<file path="src/rtl/capu_pkg.sv">
package capu_pkg;
    localparam int MODE_W = 4;

    localparam logic [MODE_W-1:0] MD_OFF    = 4'b0000;
    localparam logic [MODE_W-1:0] MD_FALL   = 4'b0100;
    localparam logic [MODE_W-1:0] MD_RISE   = 4'b0101;
    localparam logic [MODE_W-1:0] MD_RISE4  = 4'b0110;
    localparam logic [MODE_W-1:0] MD_RISE16 = 4'b0111;

    typedef enum logic [1:0] {
        ST_OFF    = 2'd0,
        ST_SETTLE = 2'd1,
        ST_WATCH  = 2'd2
    } capu_state_e;

    typedef enum logic [1:0] {
        DIV_ONE = 2'd0,
        DIV_A   = 2'd1,
        DIV_B   = 2'd2
    } capu_div_e;

    function automatic logic mode_is_cap(input logic [MODE_W-1:0] m);
        return m[3:2] == 2'b01;
    endfunction
endpackage

</file>
<file path="src/rtl/capu_sync_edge.sv">
module capu_sync_edge #(
    parameter int STAGES = 2
) (
    input  logic clk,
    input  logic rst_n,
    input  logic din,
    output logic rise,
    output logic fall
);
    logic [STAGES-1:0] chain;
    logic              prev;

    generate
        if (STAGES == 1) begin : g_one
            always_ff @(posedge clk or negedge rst_n) begin
                if (!rst_n) chain <= '0;
                else        chain <= din;
            end
        end else begin : g_many
            always_ff @(posedge clk or negedge rst_n) begin
                if (!rst_n) chain <= '0;
                else        chain <= {chain[STAGES-2:0], din};
            end
        end
    endgenerate

    always_ff @(posedge clk or negedge rst_n) begin
        if (!rst_n) prev <= 1'b0;
        else        prev <= chain[STAGES-1];
    end

    assign rise = chain[STAGES-1] & ~prev;
    assign fall = ~chain[STAGES-1] & prev;


    rise_single_chk: assert property (@(posedge clk) disable iff (!rst_n)
        rise |=> !rise);

    fall_single_chk: assert property (@(posedge clk) disable iff (!rst_n)
        fall |=> !fall);
endmodule

</file>
<file path="src/rtl/capu_prescale.sv">
module capu_prescale #(
    parameter int DIVA = 4,
    parameter int DIVB = 16
) (
    input  logic       clk,
    input  logic       rst_n,
    input  logic       clr,
    input  logic       evt,
    input  logic [1:0] div_sel,
    output logic       fire
);
    import capu_pkg::*;
    localparam int CW = $clog2(DIVB);

    logic [CW-1:0] cnt;
    logic [CW-1:0] limit;

    always_comb begin
        unique case (capu_div_e'(div_sel))
            DIV_A:   limit = CW'(DIVA - 1);
            DIV_B:   limit = CW'(DIVB - 1);
            default: limit = '0;
        endcase
    end

    always_ff @(posedge clk or negedge rst_n) begin
        if (!rst_n)             cnt <= '0;
        else if (clr)           cnt <= '0;
        else if (evt) begin
            if (cnt == limit)   cnt <= '0;
            else                cnt <= cnt + 1'b1;
        end
    end

    assign fire = evt && !clr && (cnt == limit);


    cnt_wrap_chk: assert property (@(posedge clk) disable iff (!rst_n)
        fire |=> cnt == '0);

    cnt_restart_chk: assert property (@(posedge clk) disable iff (!rst_n)
        clr |=> cnt == '0);
endmodule

</file>
<file path="src/rtl/capu_ctrl.sv">
module capu_ctrl (
    input  logic                          clk,
    input  logic                          rst_n,
    input  logic                          mode_wr,
    input  logic [capu_pkg::MODE_W-1:0]   mode_wdata,
    input  logic                          rise,
    input  logic                          fall,
    output logic [capu_pkg::MODE_W-1:0]   mode_q,
    output logic                          glitch,
    output logic                          evt,
    output logic                          pre_clr,
    output logic [1:0]                    div_sel
);
    import capu_pkg::*;

    capu_state_e state, nxt;
    logic        watching;

    always_ff @(posedge clk or negedge rst_n) begin
        if (!rst_n) begin
            state  <= ST_OFF;
            mode_q <= MD_OFF;
        end else begin
            state <= nxt;
            if (mode_wr) mode_q <= mode_wdata;
        end
    end

    always_comb begin
        unique case (state)
            ST_OFF:    nxt = ST_OFF;
            ST_SETTLE: nxt = ST_WATCH;
            ST_WATCH:  nxt = ST_WATCH;
            default:   nxt = ST_OFF;
        endcase
        if (mode_wr) begin
            if (!mode_is_cap(mode_wdata))  nxt = ST_OFF;
            else if (mode_wdata != mode_q) nxt = ST_SETTLE;
            else                           nxt = ST_WATCH;
        end
    end

    always_comb begin
        glitch   = 1'b0;
        watching = 1'b0;
        unique case (state)
            ST_OFF:    ;
            ST_SETTLE: glitch = 1'b1;
            ST_WATCH:  watching = 1'b1;
            default:   ;
        endcase
        pre_clr = mode_wr | ~watching;
        evt     = watching & ~mode_wr & ((mode_q == MD_FALL) ? fall : rise);
        unique case (mode_q)
            MD_RISE4:  div_sel = 2'(DIV_A);
            MD_RISE16: div_sel = 2'(DIV_B);
            default:   div_sel = 2'(DIV_ONE);
        endcase
    end


    settle_once_chk: assert property (@(posedge clk) disable iff (!rst_n)
        (state == ST_SETTLE) && !mode_wr |=> state == ST_WATCH);

    off_quiet_chk: assert property (@(posedge clk) disable iff (!rst_n)
        (state == ST_OFF) |-> !evt && !glitch);
endmodule

</file>
<file path="src/rtl/edge_capture_unit.sv">
module edge_capture_unit #(
    parameter int TMR_W  = 16,
    parameter int STAGES = 2,
    parameter int DIVA   = 4,
    parameter int DIVB   = 16
) (
    input  logic                         clk,
    input  logic                         rst_n,
    input  logic                         cap_pin,
    input  logic                         pin_oe,
    input  logic                         port_out,
    input  logic [TMR_W-1:0]             tmr_a,
    input  logic [TMR_W-1:0]             tmr_b,
    input  logic                         tmr_sel,
    input  logic                         mode_wr,
    input  logic [capu_pkg::MODE_W-1:0]  mode_wdata,
    output logic [capu_pkg::MODE_W-1:0]  mode_o,
    input  logic                         cap_lo_wr,
    input  logic                         cap_hi_wr,
    input  logic [TMR_W/2-1:0]           cap_wdata,
    output logic [TMR_W-1:0]             cap_o,
    input  logic                         flag_clr,
    output logic                         flag_o
);
    localparam int HALF = TMR_W / 2;

    logic             pin_lvl, rise, fall;
    logic             glitch, evt, pre_clr, pre_fire, cap_fire;
    logic [1:0]       div_sel;
    logic [TMR_W-1:0] tmr_mux, cap_q;
    logic             flag_q;

    assign pin_lvl = pin_oe ? port_out : cap_pin;

    capu_sync_edge #(.STAGES(STAGES)) u_edge (
        .clk(clk), .rst_n(rst_n), .din(pin_lvl), .rise(rise), .fall(fall)
    );

    capu_ctrl u_ctrl (
        .clk(clk), .rst_n(rst_n), .mode_wr(mode_wr), .mode_wdata(mode_wdata),
        .rise(rise), .fall(fall), .mode_q(mode_o), .glitch(glitch),
        .evt(evt), .pre_clr(pre_clr), .div_sel(div_sel)
    );

    capu_prescale #(.DIVA(DIVA), .DIVB(DIVB)) u_pre (
        .clk(clk), .rst_n(rst_n), .clr(pre_clr), .evt(evt),
        .div_sel(div_sel), .fire(pre_fire)
    );

    assign tmr_mux  = tmr_sel ? tmr_b : tmr_a;
    assign cap_fire = glitch | pre_fire;

    always_ff @(posedge clk or negedge rst_n) begin
        if (!rst_n) begin
            cap_q <= '0;
        end else if (cap_fire) begin
            cap_q <= tmr_mux;
        end else begin
            if (cap_lo_wr) cap_q[HALF-1:0]     <= cap_wdata;
            if (cap_hi_wr) cap_q[TMR_W-1:HALF] <= cap_wdata;
        end
    end

    always_ff @(posedge clk or negedge rst_n) begin
        if (!rst_n)        flag_q <= 1'b0;
        else if (cap_fire) flag_q <= 1'b1;
        else if (flag_clr) flag_q <= 1'b0;
    end

    assign cap_o  = cap_q;
    assign flag_o = flag_q;


    cap_load_chk: assert property (@(posedge clk) disable iff (!rst_n)
        cap_fire |=> cap_q == $past(tmr_mux));

    flag_set_chk: assert property (@(posedge clk) disable iff (!rst_n)
        cap_fire |=> flag_q);

    flag_hold_chk: assert property (@(posedge clk) disable iff (!rst_n)
        flag_q && !flag_clr |=> flag_q);

    flag_rise_chk: assert property (@(posedge clk) disable iff (!rst_n)
        $rose(flag_q) |-> $past(cap_fire));
endmodule

</file>
<file path="config.mk">
export PLATFORM = sky130hd
export DESIGN_NAME = edge_capture_unit
export DESIGN_NICKNAME = d
export VERILOG_FILES = /design/src/rtl/capu_pkg.sv /design/src/rtl/capu_sync_edge.sv /design/src/rtl/capu_prescale.sv /design/src/rtl/capu_ctrl.sv /design/src/rtl/edge_capture_unit.sv
export SDC_FILE = /design/constraint.sdc
export NUM_CORES = 1
export LEC_CHECK = 0
export ABC_AREA = 1
export BUFFER_PORTS_ARGS = -buffer_cell sky130_fd_sc_hd__buf_4
export CAP_MARGIN = 20
export CORE_UTILIZATION = 40
export CTS_BUF_LIST = sky130_fd_sc_hd__clkbuf_16
export CTS_CLUSTER_DIAMETER = 30
export DETAILED_ROUTE_END_ITERATION = 10
export PLACE_DENSITY_LB_ADDON = 0.05
export SYNTH_ARGS = -nofsm -noshare
export SYNTH_HDL_FRONTEND = slang
export SYNTH_SLANG_ARGS = --single-unit
</file>
<file path="constraint.sdc">
create_clock -name clk -period 1.96 [get_ports clk]
set_input_delay 0.392 -clock clk [delete_from_list [all_inputs] [get_ports clk]]
set_output_delay 0.392 -clock clk [all_outputs]
set_load 0.01 [all_outputs]
</file>
# Word level (Yosys, flattened, before mapping)
# Index checks and enable logic that the tools add are counted.
dict set report word_totals {
  register_bits 30
  in_bits 54
  out_inout_bits 21
  elab_cells 56
}
dict set report op_classes {
  add_sub_neg 1
  eq_ne 10
  mux 19
  bitwise 10
  n_reduce_logical 8
}
# cell n
set op_table {}
lappend op_table {{two-way mux 16 bit} 2}
lappend op_table {{two-way mux 8 bit} 2}
lappend op_table {{== test 4 x 3 -> 1 bit, second input constant} 3}
lappend op_table {{two-way mux 4 bit} 3}
lappend op_table {{two-way mux 2 bit} 4}
lappend op_table {{case mux 4 bit (2 select lines)} 1}
lappend op_table {{nonzero test 2 bit} 4}
lappend op_table {{== test 2 x 1 -> 1 bit, second input constant} 3}
lappend op_table {{two-way mux 1 bit} 6}
lappend op_table {{adder 4 x 1 -> 4 bit, second input constant} 1}
lappend op_table {{bitwise AND 1 bit} 4}
lappend op_table {{== test 2 bit, second input constant} 2}
lappend op_table {{== test 4 bit} 1}
lappend op_table {{!= test 4 bit} 1}
lappend op_table {{NOT 1 bit} 4}
lappend op_table {{case mux 2 bit (2 select lines)} 1}
lappend op_table {{logical AND 1 bit} 2}
lappend op_table {{bitwise OR 1 bit} 2}
lappend op_table {{OR reduction 2 bit} 1}
lappend op_table {{zero test 1 bit} 1}

# Logic depth before layout (Yosys ltp)
# Gate-level depths: netlist of run 1.
dict set report depth {
  depth_word 9
  depth_mapped 14
}

# Modules after synthesis
# Synthesis of run 1 repeated with hierarchy kept, for this count alone.
dict set report unflattened {
  cells_unflattened 254
  area_unflattened_um2 1794.2
}
# module n_inst cells_each area_per_inst_um2
set modules_own_cells {}
lappend modules_own_cells {edge_capture_unit 1 148 1027.2}
lappend modules_own_cells {capu_ctrl 1 58 399.1}
lappend modules_own_cells {capu_prescale 1 41 277.8}
lappend modules_own_cells {capu_sync_edge 1 7 90.1}

# Worst setup path before layout of run 1
# OpenSTA, ideal clock, no wires.
dict set report synth_path {
  path_kind {register to register}
  start {reg u_ctrl.mode_q[0] (netlist bit)}
  end {reg cap_q[0], in the netlist cap_o[0]}
  t_arrival_ns 1.731
  required_time_ns 1.835
  path_slack_ns 0.104
  stages_incl_launch_ff 11
  n_path_buf 1
  synth_period_minus_slack_ns 1.856
  path_cell_list {dfrtp_1 -> inv_1 -> nor4_1 -> ha_1 -> o21ai_1 -> nand2_1 -> nor2_4 -> nand3_4 -> buf_2 -> nand4_1 -> nand3_1}
}
dict set report synth_between {
  elab_chain_cells 8
  elab_cells_between_ends 15
}
# element line_no
set synth_rtl {}
lappend synth_rtl {{from (decl)} capu_ctrl.sv:8} ;# output logic [capu_pkg::MODE_W-1:0] mode_q,
lappend synth_rtl {{from (signal assigned)} capu_ctrl.sv:25} ;# if (mode_wr) mode_q <= mode_wdata;
lappend synth_rtl {{== test 4 x 3 -> 1 bit} capu_ctrl.sv:54} ;# unique case (mode_q)
lappend synth_rtl {{case mux 2 bit (2 select lines)} capu_ctrl.sv:54}
lappend synth_rtl {{== test 2 bit or == test 2 x 1 -> 1 bit (tied branches)} capu_prescale.sv:19} ;# unique case (capu_div_e'(div_sel))
lappend synth_rtl {{case mux 4 bit (2 select lines)} capu_prescale.sv:19}
lappend synth_rtl {{== test 4 bit} capu_prescale.sv:35} ;# assign fire = evt && !clr && (cnt == limit);
lappend synth_rtl {{logical AND 1 bit *} capu_prescale.sv:35}
lappend synth_rtl {{bitwise OR 1 bit *} edge_capture_unit.sv:51} ;# assign cap_fire = glitch | pre_fire;
lappend synth_rtl {{two-way mux 16 bit or nonzero test 2 bit (tied branches)} --}
lappend synth_rtl {{to (signal assigned)} edge_capture_unit.sv:57} ;# cap_q <= tmr_mux;
lappend synth_rtl {{to (signal, indexed assignment)} edge_capture_unit.sv:59} ;# if (cap_lo_wr) cap_q[HALF-1:0] <= cap_wdata;
lappend synth_rtl {{to (signal, indexed assignment)} edge_capture_unit.sv:60} ;# if (cap_hi_wr) cap_q[TMR_W-1:HALF] <= cap_wdata;
lappend synth_rtl {{to (decl)} edge_capture_unit.sv:30} ;# logic [TMR_W-1:0] tmr_mux, cap_q;
# Every way passes the cells marked *; elsewhere a longest branch is shown, timed or not.
# A chain may end at the register's enable or synchronous reset.

# Worst setup path after layout of run 1
dict set report layout_path {
  start {reg u_ctrl.mode_q[1] (netlist bit)}
  end {reg cap_q[7], in the netlist cap_o[7]}
}
# Same word-level chain as after synthesis.

==> results.json, run 1 <==
{
  "initial_core_util": 0.4299,
  "nNetsFinal": 339,
  "htreeDepth": 2,
  "wl_per_cell_um": 13.89,
  "critPathBufInv": 2,
  "die_h_um": 68.51,
  "cts_sinks": 30,
  "seq_area_sq_um": 750.7,
  "startpoint": "u_ctrl.mode_q[1]$_DFFE_PN0P_",
  "antenna_found_initial": 0,
  "syn-cell-area_sq_um": 1769,
  "grt_pass1_wl_um": 6720,
  "whs_ps": 42.86,
  "max_stage_delay_ps": 350,
  "yosysUniqueCellTypes": 27,
  "grt_pass1_vias": 1471,
  "avgSynthCellArea_sq_um": 8.890,
  "antenna_left": 0,
  "power_density_nw_per_um2": 704.6,
  "cts_tree": "built",
  "finalSetupViolCount": 0,
  "hpwl_um": 3238,
  "status": "complete, no violations",
  "core-area_sq_um": 4115,
  "cp_data_arrival_time_ps": 2100,
  "nFillCells": 347,
  "via_count": 1752,
  "crit_family": "simple AND/OR/NAND/NOR gates",
  "crit_path_top_delay_cell": "dfrtp_1",
  "finalHoldViolCount": 0,
  "area_delta_synth_final_pct": 50.28,
  "startpoint_type": "register",
  "final.min_clock_period_ps": 1945,
  "die_x_um": 68.51,
  "stdcell_area_sq_um": 2659,
  "cts-root-buf": "clkbuf_16",
  "power_leakage_nw": 1.308,
  "ir_drop_v": 0.0005072,
  "grt_max_degree": 31,
  "drive_gt1_frac": 0.4484,
  "crit_fanout": 4,
  "final_common_cell": "buf_4",
  "hold_path.class": "in2async",
  "clk_latency_ps": 270,
  "final_cell_mix": "82 x buf_4, 35 x nand2_1, 32 x nand4_1, 30 x dfrtp_1, 20 x nand3_1",
  "crit_required_ps": 2110,
  "place_congestion": 0.7778,
  "ys_top_cells_by_area": "dfrtp_1 42%, nand4_1 11%, mux2_2 11%",
  "vias_per_cell": 5.293,
  "place_inst": 318,
  "gr-total-overflow": 0,
  "first_pass_iters": 4,
  "synth_top_area_frac": 0.4243,
  "wirelength_um": 4597,
  "max_slew_margin": 0.7415,
  "max_slew.worst_pin.slew_ps": 387.8,
  "ys_seq_area_frac": 0.4243,
  "drcViolationCount": 0,
  "port_buffers": 74,
  "rr_startpoint": "u_ctrl.mode_q[1]$_DFFE_PN0P_",
  "path_cells": "inv_2 > nor4_4 > ha_4 > o21ai_1 > nand2_2 > nor2_4 > nand3_2 > buf_4 > nand4_1 > nand3_1",
  "synth.net_count": 257,
  "post-route-period-util": 0.9922,
  "max_freq_ghz": 0.5142,
  "finalNonFillerCells": 331,
  "cts_buffers": 5,
  "critical_path_class": "reg2reg",
  "ys_ff_latch": 30,
  "placed_area_sq_um": 2386,
  "synth_warnings": 0,
  "track_usage": 0.1935,
  "max_cap_violations": 0,
  "multiInputGateArea_sq_um": 953.4,
  "ios": 75,
  "dieArea_sq_um": 4693,
  "yosysTopAreaCell": "dfrtp_1",
  "drv_slew": 0,
  "rsz0062_at_grt": "yes",
  "hold_buffers": 0,
  "diodes": 0,
  "endpoint_kind": "register",
  "synth_cells": 199,
  "cts_buffer_depth": 2,
  "rows": 23,
  "drt-initial-drc-count": 131,
  "clk_pin_slew_ps": 50,
  "skew_ps": 4.892
}
[state kept, by name (all words and copies together) (netlist names)]
name and count:
cap_o 16, flag_o 1, u_ctrl.mode_q 4, u_ctrl.state 2, u_edge.chain 2, u_edge.prev 1
u_pre.cnt 4
[layout make-up]
cell class | instances | area share
well taps | 50 | 0.02353
inverters | 16 | 0.02259
multi-input cells | 142 | 0.3586
clock buffers | 5 | 0.04706
flip-flops and latches | 30 | 0.2824
repair buffers | 86 | 0.2621
clock inverters | 2 | 0.003765
[where the power goes]
| part | internal (mW) | switching, mW |
|---|---|---|
| logic | 0.242 | 0.209 |
| clock network | 0.456 | 0.240 |
| registers | 0.685 | 0.0425 |
| total | 1.38 | 0.491 |
[worst paths after layout]
path	slack, ps	cells after the start	end
setup / recovery	20	10	cap_o[7]$_DFFE_PN0P_
hold / removal	40	1	u_pre.cnt[2]$_DFFE_PN0P_
setup reg to reg	20	10	cap_o[7]$_DFFE_PN0P_
hold reg to reg	350	0	u_edge.chain[1]$_DFF_PN0_
max in group asynchronous	1620	1	cap_o[12]$_DFFE_PN0P_
min in group clk	350	0	u_edge.chain[1]$_DFF_PN0_
[kinds of logic (layout without fill, tap and decap cells)]
kind of cell	Yosys count	count (layout)	synth area share
AOI/OAI and AO/OA	11	11	0.03465
xor gates and xnor gates	6	6	0.02970
adders and majority gates	4	4	0.02829
buffers and inverters	28	109	0.07142
DFF	30	30	0.4243
muxes	17	17	0.1082
and+or+nand+nor	103	104	0.3034
[cell usage after synthesis (all sizes together)]
cell type and number:
nand4 32, nor2 9, inv 15, o211ai 2, mux2 17, xnor2 1, clkbuf 4, o22ai 1
or2 1, o21ai 7, a21oi 1, ha 4, clkinv 1, nor4 1, nand2 38, xor2 5
buf 8, dfrtp 30, nand3 22
[stage by stage]
stage                     TNS, ps  power, mW  setup slack (ps)    util
after floorplan                 0     0.9328             104.2       -
final                           0      1.873             15.35  0.6461
after detailed placement        0      1.163             13.13  0.5798
after global routing       -981.4      1.979            -83.92  0.6461
after CTS                       0      1.869             26.56  0.6126
after global placement          0      1.159             35.38  0.5798
[per-layer routing]
metal | up-vias | part of all wire | track usage
met4 | 0 | 0.0037 | 0.04688
met5 | - | 0 | 0
met1 | 817 | 0.46 | 0.2959
met2 | 72 | 0.46 | 0.2684
met3 | 2 | 0.076 | 0.04770
li1 | 861 | - | -
[worst register-to-register path: cells and delay by family (launching register included)]
family                     cells  cell delay, ps
and+or+nand+nor                6             870
adders and majority gates      1             250
AOI/OAI and AO/OA              1              90
buffers and inverters          2             260
DFF                            1             350
[what timing repair did]
| item | in CTS | in global routing |
|---|---|---|
| endpoints found under the setup margin | 1 | 17 |
| gates cloned | 0 | 3 |
| hold endpoints to repair | 0 | 0 |
| setup buffers | 0 | 3 |
| pin swaps | 1 | 5 |
| resized for setup | 0 | 13 |
Power figures use the tool's default switching activity.
==> inputs of run 2 (changes only) <==
clock period = 1.78 ns   (was 1.96 ns; I/O delays follow)
==> run 2 against run 1 <==
The flow now finishes with violations (negative hold slack, negative setup slack). Core utilization decreased by 0.97 points. Register-to-register slack got worse by 180 ps. Critical path depth unchanged. Wire length decreased by 0.59%. Sequential power increased by 9.9%. Fmax increased by 0.11%. Flip-flop and latch count unchanged. Clock power increased by 16%. Setup slack got worse by 180 ps. Via count increased by 0.29%. Sequential share of layout area increased by 0.48 points. Critical endpoint is now cap_o[9]$_DFFE_PN0P_.
==> results.json, run 2 (synthesized netlist as in run 1, its figures left out) <==
{
  "status": "finished, violations left",
  "seq_area_sq_um": 752.0,
  "drv_slew": 0,
  "core-area_sq_um": 4115,
  "layout_setup_ws_ps": -162.6,
  "cts_sinks": 30,
  "cts_tree": "built",
  "place_congestion": 0.7922,
  "finalHoldViolCount": 5,
  "whs_ps": -3.128,
  "cts_buffer_depth": 2,
  "largest_reg_flops": 16,
  "die_x_um": 68.51,
  "ios": 75,
  "antenna_found_initial": 0,
  "wirelength_um": 4570,
  "endpoint_kind": "register",
  "crit_path_top_delay_cell": "dfrtp_1",
  "path_cells": "inv_2 > nor4_2 > ha_1 > o21ai_1 > nand2_1 > nor2_4 > nand3_4 > buf_4 > nand4_1 > nand3_1",
  "drt-initial-drc-count": 100,
  "rsz0062_at_grt": "yes",
  "startpoint_type": "register",
  "area_delta_synth_final_pct": 48.02,
  "wl_per_cell_um": 13.64,
  "skew_ps": 3.686,
  "ir_drop_v": 0.0006876,
  "initial_core_util": 0.4299,
  "finalSetupViolCount": 17,
  "clk_pin_slew_ps": 50,
  "hpwl_um": 3397,
  "nNetsFinal": 342,
  "final_core_utilization": 0.6364,
  "cts-root-buf": "clkbuf_16",
  "rows": 23,
  "post-route-period-util": 1.091,
  "fin_setup_tns_ps": -2131,
  "grt_max_degree": 31,
  "cts_buffers": 5,
  "vias_per_cell": 5.245,
  "hold_path.class": "in2async",
  "final_common_cell": "buf_4",
  "final_cell_mix": "85 x buf_4, 35 x nand2_1, 32 x nand4_1, 29 x dfrtp_1, 21 x nand3_1",
  "via_count": 1757,
  "crit_fanout": 6,
  "critical_path_class": "reg2reg",
  "dp_slack_ps": -153.6,
  "clk_latency_ps": 280,
  "drive_gt1_frac": 0.4386,
  "max_stage_delay_ps": 360,
  "antenna_left": 0,
  "gr-total-overflow": 0,
  "multiInputGateArea_sq_um": 919.6,
  "max_cap_violations": 0,
  "first_pass_iters": 4,
  "track_usage": 0.2191,
  "nFillCells": 372,
  "cp_data_arrival_time_ps": 2090,
  "power_leakage_nw": 1.296,
  "port_buffers": 74,
  "grt_pass1_vias": 1576,
  "die_h_um": 68.51,
  "final.min_clock_period_ps": 1943,
  "power_density_nw_per_um2": 801.9,
  "crit_required_ps": 1930,
  "htreeDepth": 2,
  "max_freq_ghz": 0.5148,
  "drcViolationCount": 0,
  "grt_pass1_wl_um": 7431,
  "max_slew_margin": 0.6601,
  "power_mw": 2.100,
  "dieArea_sq_um": 4693,
  "failed_checks": "negative hold slack, negative setup slack",
  "max_slew.worst_pin.slew_ps": 506.7,
  "diodes": 0
}
==> run 2: worst max-delay path, delay by kind of cell (launching register included) <==
kind | cells | cell delay (ps)
adder cells (fa/ha/maj) | 1 | 290
buffers and inverters | 2 | 260
flip-flops | 1 | 360
AO/OA/AOI/OAI | 1 | 80
AND/OR/NAND/NOR | 6 | 820
==> run 2: per-layer routing <==
layer  global-route usage  wire length (um)  part of all wire  vias up
met5                    0                 0                 0        -
met4              0.06250                45            0.0098        0
met3              0.08224               325             0.071        5
met2               0.3113              2000              0.44       68
met1               0.3075              2199              0.48      809
li1                     -                 -                 -      875
==> run 2: layout make-up <==
| type | instances | area share |
|---|---|---|
| sequential | 30 | 0.2871 |
| tap | 50 | 0.02389 |
| timing repair buffer | 89 | 0.2609 |
| inverter | 16 | 0.02293 |
| multi-input combinational | 142 | 0.3512 |
| clock inverter | 3 | 0.006211 |
| clock buffer | 5 | 0.04778 |
==> run 2: timing repair <==
item	4_1_cts	5_1_grt
buffers inserted	1	0
resized for setup	7	3
hold buffers	0	0
pin swaps	10	2
endpoints found under the setup margin	17	19
cloned	1	0
==> run 2: worst paths after layout <==
kind                                                    from                      endpoint  cells after the start  slack (ps)
worst max-delay path            u_ctrl.mode_q[0]$_DFFE_PN0P_          cap_o[9]$_DFFE_PN0P_                     10        -160
worst min-delay path                                   rst_n  u_ctrl.mode_q[1]$_DFFE_PN0P_                      1          -3
worst max register to register  u_ctrl.mode_q[0]$_DFFE_PN0P_          cap_o[9]$_DFFE_PN0P_                     10        -160
worst min register to register     u_edge.chain[0]$_DFF_PN0_     u_edge.chain[1]$_DFF_PN0_                      0         350
max in group asynchronous                              rst_n  u_ctrl.mode_q[3]$_DFFE_PN0P_                      1        1480
min in group clk                                    flag_clr            flag_o$_DFFE_PN0P_                      2         290
==> run 2: power by group <==
| group | leakage, nW | switching, mW | internal [mW] |
|---|---|---|---|
| sequential | 0.373 | 0.0455 | 0.754 |
| combinational | 0.855 | 0.227 | 0.266 |
| clock | 0.0672 | 0.299 | 0.509 |
==> run 2: metrics by stage <==
step / hold WS (ps) / std cells / area (sq um)
6_report: -3.128 / 335 / 2619
5_1_grt: 24.16 / 335 / 2619
4_1_cts: 7.780 / 335 / 2619
3_5_place_dp: 302.1 / 325 / 2434
3_3_place_gp: 310.1 / 325 / 2434
2_1_floorplan: 60.41 / 199 / 1790
==> inputs of run 3 (changes only) <==
CORE_ASPECT_RATIO = 1.1   (was unset)
==> run 3 against run 2 <==
The flow finishes with violations (negative setup slack). Final cell count shrank 0.60%. Total power shrank 2.4%. Fmax increased by 4.3%. Design area up 0.62%.
==> results.json, run 3 (synthesized netlist as in run 1, its figures left out) <==
{
  "status": "finished, violations left",
  "failed_checks": "negative setup slack",
  "ios": 75,
  "fin_setup_tns_ps": -1015,
  "crit_fanout": 8,
  "wl_per_cell_um": 13.93,
  "rsz0062_at_grt": "yes",
  "grt.busiest_layer": "met2",
  "drt-initial-drc-count": 129,
  "max_cap_violations": 0,
  "wirelength_um": 4639,
  "rr_startpoint": "u_ctrl.mode_q[0]$_DFFE_PN0P_",
  "postCtsSetupBuffers": 0,
  "grt_use_met1": 0.2581,
  "stdcell_area_sq_um": 2635,
  "vias_per_cell": 5.180,
  "place_inst": 323,
  "dp_slack_ps": -89.01,
  "dieArea_sq_um": 4693,
  "first_pass_iters": 4,
  "area_delta_synth_final_pct": 48.94,
  "rr_worst_depth": 10,
  "grt_max_degree": 33,
  "hpwl_um": 3328,
  "hold_path.class": "in2async",
  "max_freq_ghz": 0.5367,
  "max_slew_margin": 0.7389,
  "rows": 25,
  "antenna_left": 0,
  "place_congestion": 0.7340,
  "met3_usage": 0.03981,
  "use_met2": 0.3494,
  "r2r_setup_slack_ps": -80,
  "grt_pass1_wl_um": 7445,
  "clk_latency_ps": 270,
  "finalNonFillerCells": 333,
  "finalSetupViolCount": 16,
  "placed_area_sq_um": 2406,
  "rr_endpoint": "cap_o[10]$_DFFE_PN0P_",
  "grt_pass1_vias": 1649,
  "drcViolationCount": 0,
  "layout_setup_ws_ps": -83.21,
  "drv_slew": 0,
  "cts_sinks": 30,
  "drive_gt1_frac": 0.4409,
  "clk_pin_slew_ps": 50,
  "cts-root-buf": "clkbuf_16",
  "cts_buffer_depth": 2,
  "diodes": 0,
  "die_x_um": 65.41,
  "cp_data_arrival_time_ps": 2010,
  "endpoint_kind": "register",
  "antenna_found_initial": 0,
  "crit_required_ps": 1920,
  "final_common_cell": "buf_4",
  "core-area_sq_um": 4285,
  "largest_reg_flops": 16,
  "gr-total-overflow": 0,
  "final_cell_mix": "81 x buf_4, 35 x nand2_1, 32 x nand4_1, 29 x dfrtp_1, 20 x nand3_1",
  "skew_ps": 4.256,
  "htreeDepth": 2,
  "max_slew.worst_pin.slew_ps": 391.7,
  "startpoint_type": "register",
  "ir_drop_v": 0.0004996,
  "post-route-period-util": 1.047,
  "critical_path_class": "reg2reg",
  "port_buffers": 74,
  "power_leakage_nw": 1.303,
  "startpoint": "u_ctrl.mode_q[0]$_DFFE_PN0P_",
  "via_count": 1725,
  "nNetsFinal": 337,
  "power_density_nw_per_um2": 777.5,
  "finalHoldViolCount": 0,
  "die_h_um": 71.75,
  "initial_core_util": 0.4128,
  "cts_tree": "built",
  "track_usage": 0.2063,
  "cts_buffers": 5,
  "final.min_clock_period_ps": 1863,
  "final_core_utilization": 0.6149
}
[run 3: critical path, stage by stage, from the launching register on]
cell       delay, ps
dfrtp_1          350
inv_2             70
nor4_4           300
ha_4             250
o21ai_2           50
nand2_2           80
nor2_4           120
nand3_4          160
clkbuf_16        210
nand4_1           70
nand3_1           80
[run 3: worst max path at each step]
stage | slack, ps | depth (start not counted) | to
after floorplan | -20 | 10 | cap_o[0]$_DFFE_PN0P_
after global placement | -50 | 9 | cap_o[12]$_DFFE_PN0P_
after detailed placement | -90 | 9 | cap_o[12]$_DFFE_PN0P_
after CTS | -100 | 9 | cap_o[12]$_DFFE_PN0P_
after global routing | -250 | 10 | cap_o[0]$_DFFE_PN0P_
final | -80 | 10 | cap_o[10]$_DFFE_PN0P_
[run 3: power by group]
part / switching (mW) / total, mW / internal, mW
sequential: 0.0449 / 0.799 / 0.755
combinational: 0.226 / 0.492 / 0.266
clock: 0.260 / 0.757 / 0.497
[run 3: stage by stage]
stage	power (mW)	hold slack [ps]
after global routing	2.165	45.40
final	2.049	16.20
after CTS	2.059	28.83
after global placement	1.285	311.6
after floorplan	1.031	60.41
after detailed placement	1.293	312.9
[run 3: timing repair]
action                                  in CTS  in global routing
gates resized for setup                      0                 10
hold buffers                                 0                  0
gates cloned                                 0                  3
pin swaps                                    2                 11
endpoints found under the setup margin      17                 20
hold endpoints to repair                     0                  0
[run 3: cell type report]
cell class	count	area, sq um
clock buffer	5	125.1
clock inverter	2	7.507
fill	395	1650
inverter	16	60.06
multi-input combinational	141	933.4
sequential	30	752.0
tap	54	67.56
timing repair buffer	85	689.4
[run 3: layer usage]
| layer | wire length [um] | part of all wire |
|---|---|---|
| met5 | 0 | 0 |
| met4 | 60 | 0.013 |
| met3 | 305 | 0.066 |
| met2 | 2369 | 0.51 |
| met1 | 1904 | 0.41 |
